$ cat src/rtl/adm_pkg.sv
package adm_pkg;

   typedef enum logic [2:0] {
      POL_ALL    = 3'd0,
      POL_NONE   = 3'd1,
      POL_INSTR  = 3'd2,
      POL_READ   = 3'd3,
      POL_WRITE  = 3'd4,
      POL_RAND   = 3'd5,
      POL_BLOOM  = 3'd6,
      POL_CBLOOM = 3'd7
   } adm_policy_e;

   localparam int          LFSR_W    = 16;
   localparam logic [15:0] LFSR_SEED = 16'hACE1;

   // Percentage draw: LFSR value modulo 100 below the setting.
   function automatic logic pct_hit(input logic [15:0] v, input logic [6:0] pct);
      return (v % 16'd100) < {9'd0, pct};
   endfunction

endpackage

$ cat src/rtl/adm_lfsr.sv
module adm_lfsr
   import adm_pkg::*;
(
   input  logic              clk,
   input  logic              rst_n,
   input  logic              adv,
   output logic [LFSR_W-1:0] value
);

   logic fb;
   assign fb = value[15] ^ value[13] ^ value[12] ^ value[10];

   always_ff @(posedge clk) begin
      if (!rst_n)   value <= LFSR_SEED;
      else if (adv) value <= {value[LFSR_W-2:0], fb};
   end


   lfsr_nonzero_chk: assert property (@(posedge clk) disable iff (!rst_n)
      value != '0);


   lfsr_hold_chk: assert property (@(posedge clk) disable iff (!rst_n)
      !adv |=> $stable(value));

endmodule

$ cat src/rtl/adm_bloom.sv
module adm_bloom #(
   parameter int ADDR_W     = 32,
   parameter int BLOOM_BITS = 1024
) (
   input  logic              clk,
   input  logic              rst_n,
   input  logic [ADDR_W-1:0] look_addr,
   input  logic              ins_req,
   input  logic [ADDR_W-1:0] ins_addr,
   input  logic              clr_req,
   output logic              hit,
   output logic              busy
);

   localparam int IDX_W = $clog2(BLOOM_BITS);
   localparam logic [IDX_W-1:0] LAST = IDX_W'(BLOOM_BITS - 1);

   generate
      if (BLOOM_BITS < 2 || (BLOOM_BITS & (BLOOM_BITS - 1)) != 0) begin : g_bad_bits
         $error("adm_bloom: BLOOM_BITS must be a power of two of at least 2");
      end
      if (ADDR_W < IDX_W) begin : g_bad_addr
         $error("adm_bloom: ADDR_W must cover the table index");
      end
   endgenerate

   function automatic logic [IDX_W-1:0] fold(input logic [ADDR_W-1:0] a);
      logic [IDX_W-1:0] h;
      h = '0;
      for (int i = 0; i < ADDR_W; i++) h[i % IDX_W] = h[i % IDX_W] ^ a[i];
      return h;
   endfunction

   logic [BLOOM_BITS-1:0] tbl;
   logic [IDX_W-1:0]      ptr;
   logic [IDX_W-1:0]      look_idx, ins_idx;
   logic                  ins_en;

   assign look_idx = fold(look_addr);
   assign ins_idx  = fold(ins_addr);
   assign ins_en   = ins_req && !busy;
   assign hit      = tbl[look_idx];

   always_ff @(posedge clk) begin
      if (!rst_n) begin
         busy <= 1'b0;
         ptr  <= '0;
      end else if (busy) begin
         if (ptr == LAST) busy <= 1'b0;
         else             ptr  <= ptr + 1'b1;
      end else if (clr_req) begin
         busy <= 1'b1;
         ptr  <= '0;
      end
   end

   always_ff @(posedge clk) begin
      if (!rst_n) begin
         tbl <= '0;
      end else begin
         for (int i = 0; i < BLOOM_BITS; i++) begin
            if (busy && ptr == IDX_W'(i))            tbl[i] <= 1'b0;
            else if (ins_en && ins_idx == IDX_W'(i)) tbl[i] <= 1'b1;
         end
      end
   end


   clr_start_chk: assert property (@(posedge clk) disable iff (!rst_n)
      clr_req && !busy |=> busy);


   clr_done_chk: assert property (@(posedge clk) disable iff (!rst_n)
      $fell(busy) |-> tbl == '0);


   ins_set_chk: assert property (@(posedge clk) disable iff (!rst_n)
      ins_en |=> tbl[$past(ins_idx)]);

endmodule

$ cat src/rtl/adm_filter.sv
module adm_filter
   import adm_pkg::*;
#(
   parameter int ADDR_W     = 32,
   parameter int BLOOM_BITS = 1024,
   parameter int CNT_W      = 8
) (
   input  logic              clk,
   input  logic              rst_n,
   input  logic              cand_valid,
   input  logic [ADDR_W-1:0] cand_addr,
   input  logic              cand_dirty,
   input  logic              cand_icache,
   input  logic [CNT_W-1:0]  cand_reads,
   input  logic [CNT_W-1:0]  cand_writes,
   input  logic [2:0]        policy,
   input  logic [CNT_W-1:0]  read_thr,
   input  logic [CNT_W-1:0]  write_thr,
   input  logic [6:0]        admit_pct,
   input  logic [6:0]        block_pct,
   input  logic              fevict_valid,
   input  logic [ADDR_W-1:0] fevict_addr,
   input  logic              clear_req,
   output logic              busy,
   output logic              dec_valid,
   output logic              dec_admit
);

   generate
      if (CNT_W < 1) begin : g_bad_cnt
         $error("adm_filter: CNT_W must be at least 1");
      end
   endgenerate

   logic [LFSR_W-1:0] rnd;
   logic              bloom_hit;
   logic              draw_admit, draw_block;
   logic              admit_c;
   adm_policy_e       pol;

   assign pol        = adm_policy_e'(policy);
   assign draw_admit = pct_hit(rnd, admit_pct);
   assign draw_block = pct_hit(rnd, block_pct);

   adm_lfsr u_lfsr (
      .clk   (clk),
      .rst_n (rst_n),
      .adv   (cand_valid | fevict_valid),
      .value (rnd)
   );

   adm_bloom #(
      .ADDR_W     (ADDR_W),
      .BLOOM_BITS (BLOOM_BITS)
   ) u_bloom (
      .clk       (clk),
      .rst_n     (rst_n),
      .look_addr (cand_addr),
      .ins_req   (fevict_valid & draw_block),
      .ins_addr  (fevict_addr),
      .clr_req   (clear_req),
      .hit       (bloom_hit),
      .busy      (busy)
   );

   always_comb begin
      unique case (pol)
         POL_ALL:    admit_c = 1'b1;
         POL_NONE:   admit_c = 1'b0;
         POL_INSTR:  admit_c = cand_icache;
         POL_READ:   admit_c = cand_reads >= read_thr;
         POL_WRITE:  admit_c = cand_writes < write_thr;
         POL_RAND:   admit_c = draw_admit;
         POL_BLOOM:  admit_c = !busy && !bloom_hit && draw_admit;
         POL_CBLOOM: admit_c = !busy && !bloom_hit && draw_admit && !cand_dirty;
         default:    admit_c = 1'b0;
      endcase
   end

   always_ff @(posedge clk) begin
      if (!rst_n) begin
         dec_valid <= 1'b0;
         dec_admit <= 1'b0;
      end else begin
         dec_valid <= cand_valid;
         dec_admit <= cand_valid & admit_c;
      end
   end


   dec_follow_chk: assert property (@(posedge clk) disable iff (!rst_n)
      cand_valid |=> dec_valid);


   admit_gated_chk: assert property (@(posedge clk) disable iff (!rst_n)
      !dec_valid |-> !dec_admit);


   none_reject_chk: assert property (@(posedge clk) disable iff (!rst_n)
      cand_valid && policy == 3'd1 |=> !dec_admit);


   bloom_block_chk: assert property (@(posedge clk) disable iff (!rst_n)
      cand_valid && policy == 3'd6 && (bloom_hit || busy) |=> !dec_admit);


   clean_only_chk: assert property (@(posedge clk) disable iff (!rst_n)
      cand_valid && policy == 3'd7 && cand_dirty |=> !dec_admit);

endmodule

$ cat config.mk
export PLATFORM = sky130hd
export DESIGN_NAME = adm_filter
export DESIGN_NICKNAME = d
export VERILOG_FILES = /design/src/rtl/adm_pkg.sv /design/src/rtl/adm_lfsr.sv /design/src/rtl/adm_bloom.sv /design/src/rtl/adm_filter.sv
export SDC_FILE = /design/constraint.sdc
export NUM_CORES = 2
export LEC_CHECK = 0
export ABC_CLOCK_PERIOD_IN_PS = 13800
export BUFFER_PORTS_ARGS = -buffer_cell sky130_fd_sc_hd__buf_2
export CAP_MARGIN = 30
export CORE_ASPECT_RATIO = 0.6
export CORE_MARGIN = 10
export CORE_UTILIZATION = 40
export DETAILED_ROUTE_END_ITERATION = 8
export HOLD_SLACK_MARGIN = 0.15
export PLACE_DENSITY_LB_ADDON = 0.05
export SLEW_MARGIN = 20
export SYNTH_ARGS = -nofsm -noshare
export SYNTH_HDL_FRONTEND = slang
export SYNTH_SLANG_ARGS = --single-unit
$ cat constraint.sdc
create_clock -name clk -period 13.8 [get_ports clk]
set_input_delay 3.45 -clock clk [delete_from_list [all_inputs] [get_ports clk]]
set_output_delay 3.45 -clock clk [all_outputs]
set_load 0.02 [all_outputs]
==> load_flow_metrics.sql <==
INSERT INTO impl_metrics (metric_group, metric, value, unit) VALUES
('run_status', 'run_status', 'complete, no violations', ''),
('timing', 'worstMarginPinSlew', '1.14', 'ns'),
('worst_setup_path', 'cp-start-kind', 'register', ''),
('worst_setup_path', 'critical-path-slowest-cell', 'dfxtp_1', ''),
('timing', 'min_period_over_period', '74.9', '%'),
('yosys', 'synthDominantAreaCellType', 'dfxtp_1', ''),
('drt', 'ant_nets', '0', ''),
('timing', 'slew-limit-headroom', '23.7', '%'),
('placed_design', 'port_buffers', '122', ''),
('timing', 'min_period', '10.34', 'ns'),
('timing', 'layout_setup_ws', '3.46', 'ns'),
('final_layout', 'drive_gt1_share', '11.7', '%'),
('timing', 'rsz_0062_raised_after_global_routing', 'false', ''),
('drt', 'dr_total_vias', '48100', ''),
('drt', 'viasPerCell', '5.99', ''),
('global_routing', 'antenna_found_initial', '6', ''),
('global_routing', 'grt-ovfl-total', '0', ''),
('clock_network', 'holdBufCountCts', '0', ''),
('clock_network', 'cts.sinks', '1053', ''),
('drt', 'drc', '0', ''),
('final_layout', 'mostFrequentLayoutCells', 'nor2_1, a21oi_1, o21ai_0', ''),
('final_layout', 'final_nets', '6384', ''),
('global_routing', 'grt_start_max_net_pins', '198', ''),
('floorplan', 'initial_core_util', '40.2', '%'),
('power', 'net-switching-power', '3640', 'µW'),
('yosys', 'synth_seq_cells', '1053', ''),
('yosys', 'yosysSeqAreaShare', '40.6', '%'),
('worst_setup_path', 'critPathCaptureType', 'register', ''),
('worst_setup_path', 'worstPathRequired', '14.45', 'ns'),
('clock_network', 'tritoncts', 'built', ''),
('worst_setup_path', 'worstPathBufferInverterCount', '2', ''),
('worst_setup_path', 'timing.critical_path.mode_cell', 'o21ai_0', ''),
('job', 'max_cap_viol_count', '0', ''),
('timing', 'final_layout_setup_total_negative_slack', '0', 'ns'),
('drt', 'drt-pass1-iter-count', '8', ''),
('floorplan', 'chipWidth', '485', 'µm'),
('yosys', 'synth_edf_count', '0', ''),
('clock_network', 'ctsRootBufferMaster', 'clkbuf_16', ''),
('floorplan', 'core_area', '129000', 'µm²'),
('power', 'comb_power_share', '34.1', '%'),
('worst_setup_path', 'slowest_delay', '0.90', 'ns'),
('floorplan', 'placementRows', '102', ''),
('clock_network', 'cts_made_buffers', '106', ''),
('yosys', 'postSynth.asyncResetShare', '0', '%'),
('global_routing', 'groute.usage.overall', '27.0', '%'),
('yosys', 'yosys-top-cells-area', 'dfxtp_1, mux4_2, a21oi_1', ''),
('yosys', 'synth_flop_cell', 'dfxtp_1', ''),
('worst_setup_path', 'crit_family', 'compound AO/OA/AOI/OAI gates', ''),
('clock_network', 'worst_setup_hold_path_clk_slew', '0.07', 'ns'),
('floorplan', 'num_io_pins', '123', ''),
('global_routing', 'vias_in_the_first_global_route', '44500', ''),
('placed_design', 'finalWeightedCongestion', '0.858', ''),
('timing', 'setup-violations-final', '0', ''),
('timing', 'fmax', '96.7', 'MHz'),
('floorplan', 'chipHeight', '299', 'µm'),
('placed_design', 'placement.setup.worst_slack', '3.79', 'ns'),
('placed_design', 'detailed_place.area', '53700', 'µm²'),
('power', 'ir_drop', '0.000302', 'V'),
('clock_network', 'cts-htree-levels', '3', ''),
('final_layout', 'layout.cell_area.non_filler', '57400', 'µm²'),
('power', 'power_report.internal_total', '5640', 'µW'),
('worst_setup_path', 'worstPathArrival', '10.99', 'ns'),
('power', 'netSwitchingFraction', '39.2', '%'),
('worst_setup_path', 'critical_path_class', 'register to register', ''),
('yosys', 'synth.avg_cell_area', '8.03', 'µm²'),
('clock_network', 'post_cts_buffers', '0', ''),
('placed_design', 'dpl.hpwl', '120000', 'µm'),
('worst_hold_path', 'min_delay_worst_type', 'register to register', ''),
('final_layout', 'fillerInstances', '13000', ''),
('floorplan', 'fp.dieArea', '145000', 'µm²'),
('yosys', 'portion_of_synthesized_cell_area_occupied_by_the_leading_cell_type', '40.6', '%');
-- layer usage --
metal,vias up,GRT usage [%],wire [µm]
met2,2033,37.9,82200
met3,256,5.83,19100
met5,-,0,13
met4,2,6.04,4610
met1,23500,41.6,99100
li1,22400,-,-
-- Yosys cell counts (11+ instances only) --
library cell	instances
nor3_1	24
o21ai_0	1060
clkbuf_1	505
ha_1	31
buf_1	36
nor2_1	1366
or3_1	11
nand2b_1	18
o211ai_1	41
mux2_2	26
a211o_1	15
a21oi_1	1110
dfxtp_1	1053
mux2i_1	68
mux4_2	257
a211oi_1	75
and2_1	17
inv_1	41
xnor2_1	46
nand2_1	365
nand3_1	22
nor2b_1	56
a21boi_0	13
xor2_1	21
-- worst paths after layout --
path | endpoint | slack [ns] | startpoint | depth (start not counted)
hold reg to reg | u_bloom.tbl[524]$_SDFFE_PP0P_ | 0.47 | u_bloom.tbl[524]$_SDFFE_PP0P_ | 2
hold / removal | u_bloom.tbl[524]$_SDFFE_PP0P_ | 0.47 | u_bloom.tbl[524]$_SDFFE_PP0P_ | 2
setup / recovery | u_bloom.tbl[522]$_SDFFE_PP0P_ | 3.46 | u_lfsr.value[15]$_SDFFE_PN1P_ | 33
setup reg to reg | u_bloom.tbl[522]$_SDFFE_PP0P_ | 3.46 | u_lfsr.value[15]$_SDFFE_PN1P_ | 33
-- state kept, by name (all words and copies together) (netlist names) --
register,count
u_bloom.ptr,10
dec_admit,1
u_bloom.busy,1
u_lfsr.value,16
dec_valid,1
u_bloom.tbl,1024
-- worst reg2reg max path, delay by kind of cell, from the launching register on --
family,cells,cell delay [ns]
buf+inv,2,1.56
mux,1,0.24
flops,1,0.90
fa+ha+maj,1,0.27
compound gates,18,5.22
simple gates,10,1.86
xor+xnor,1,0.23
-- final cells by class --
type | instances | area, µm² | area share [%]
clock inverter | 33 | 423 | 0.737
sequential | 1053 | 21100 | 36.7
antenna | 1 | 2.50 | 0.00436
clock buffer | 156 | 3090 | 5.39
inverter | 42 | 158 | 0.275
tap | 1716 | 2150 | 3.74
multi-input combinational | 4814 | 28700 | 50.0
timing repair buffer | 216 | 1770 | 3.08
-- stage by stage --
step                      utilization (%)  power, µW  cells  hold slack [ns]
after floorplan                         -       5210   6464            0.432
after global placement               41.4       6210   7818            0.455
after detailed placement             41.6       6220   7833            0.463
after CTS                            44.4       9230   8022            0.479
after global routing                 44.5       9650   8030            0.494
final                                44.5       9280   8031            0.474
-- power by group through the flow --
stage / clock (µW) / combinational, µW / sequential (µW)
after global routing: 3190 / 3370 / 3080
final: 3040 / 3170 / 3080
after floorplan: 0 / 2080 / 3130
after CTS: 3070 / 3090 / 3080
after detailed placement: 0 / 3070 / 3150
after global placement: 0 / 3070 / 3150
-- cells by family (layout without fill, tap and decap cells) --
kind of cell | Yosys count | in the layout | share of synthesized area [%]
flops | 1053 | 1053 | 40.6
xor+xnor | 69 | 69 | 1.19
fa+ha+maj | 31 | 31 | 0.748
compound gates | 2426 | 2426 | 25.0
simple gates | 1937 | 1937 | 15.0
buf+inv | 597 | 447 | 4.39
mux | 351 | 351 | 13.0
other cells | 0 | 1 | 0
No activity file was read; power rests on OpenSTA's default activity.
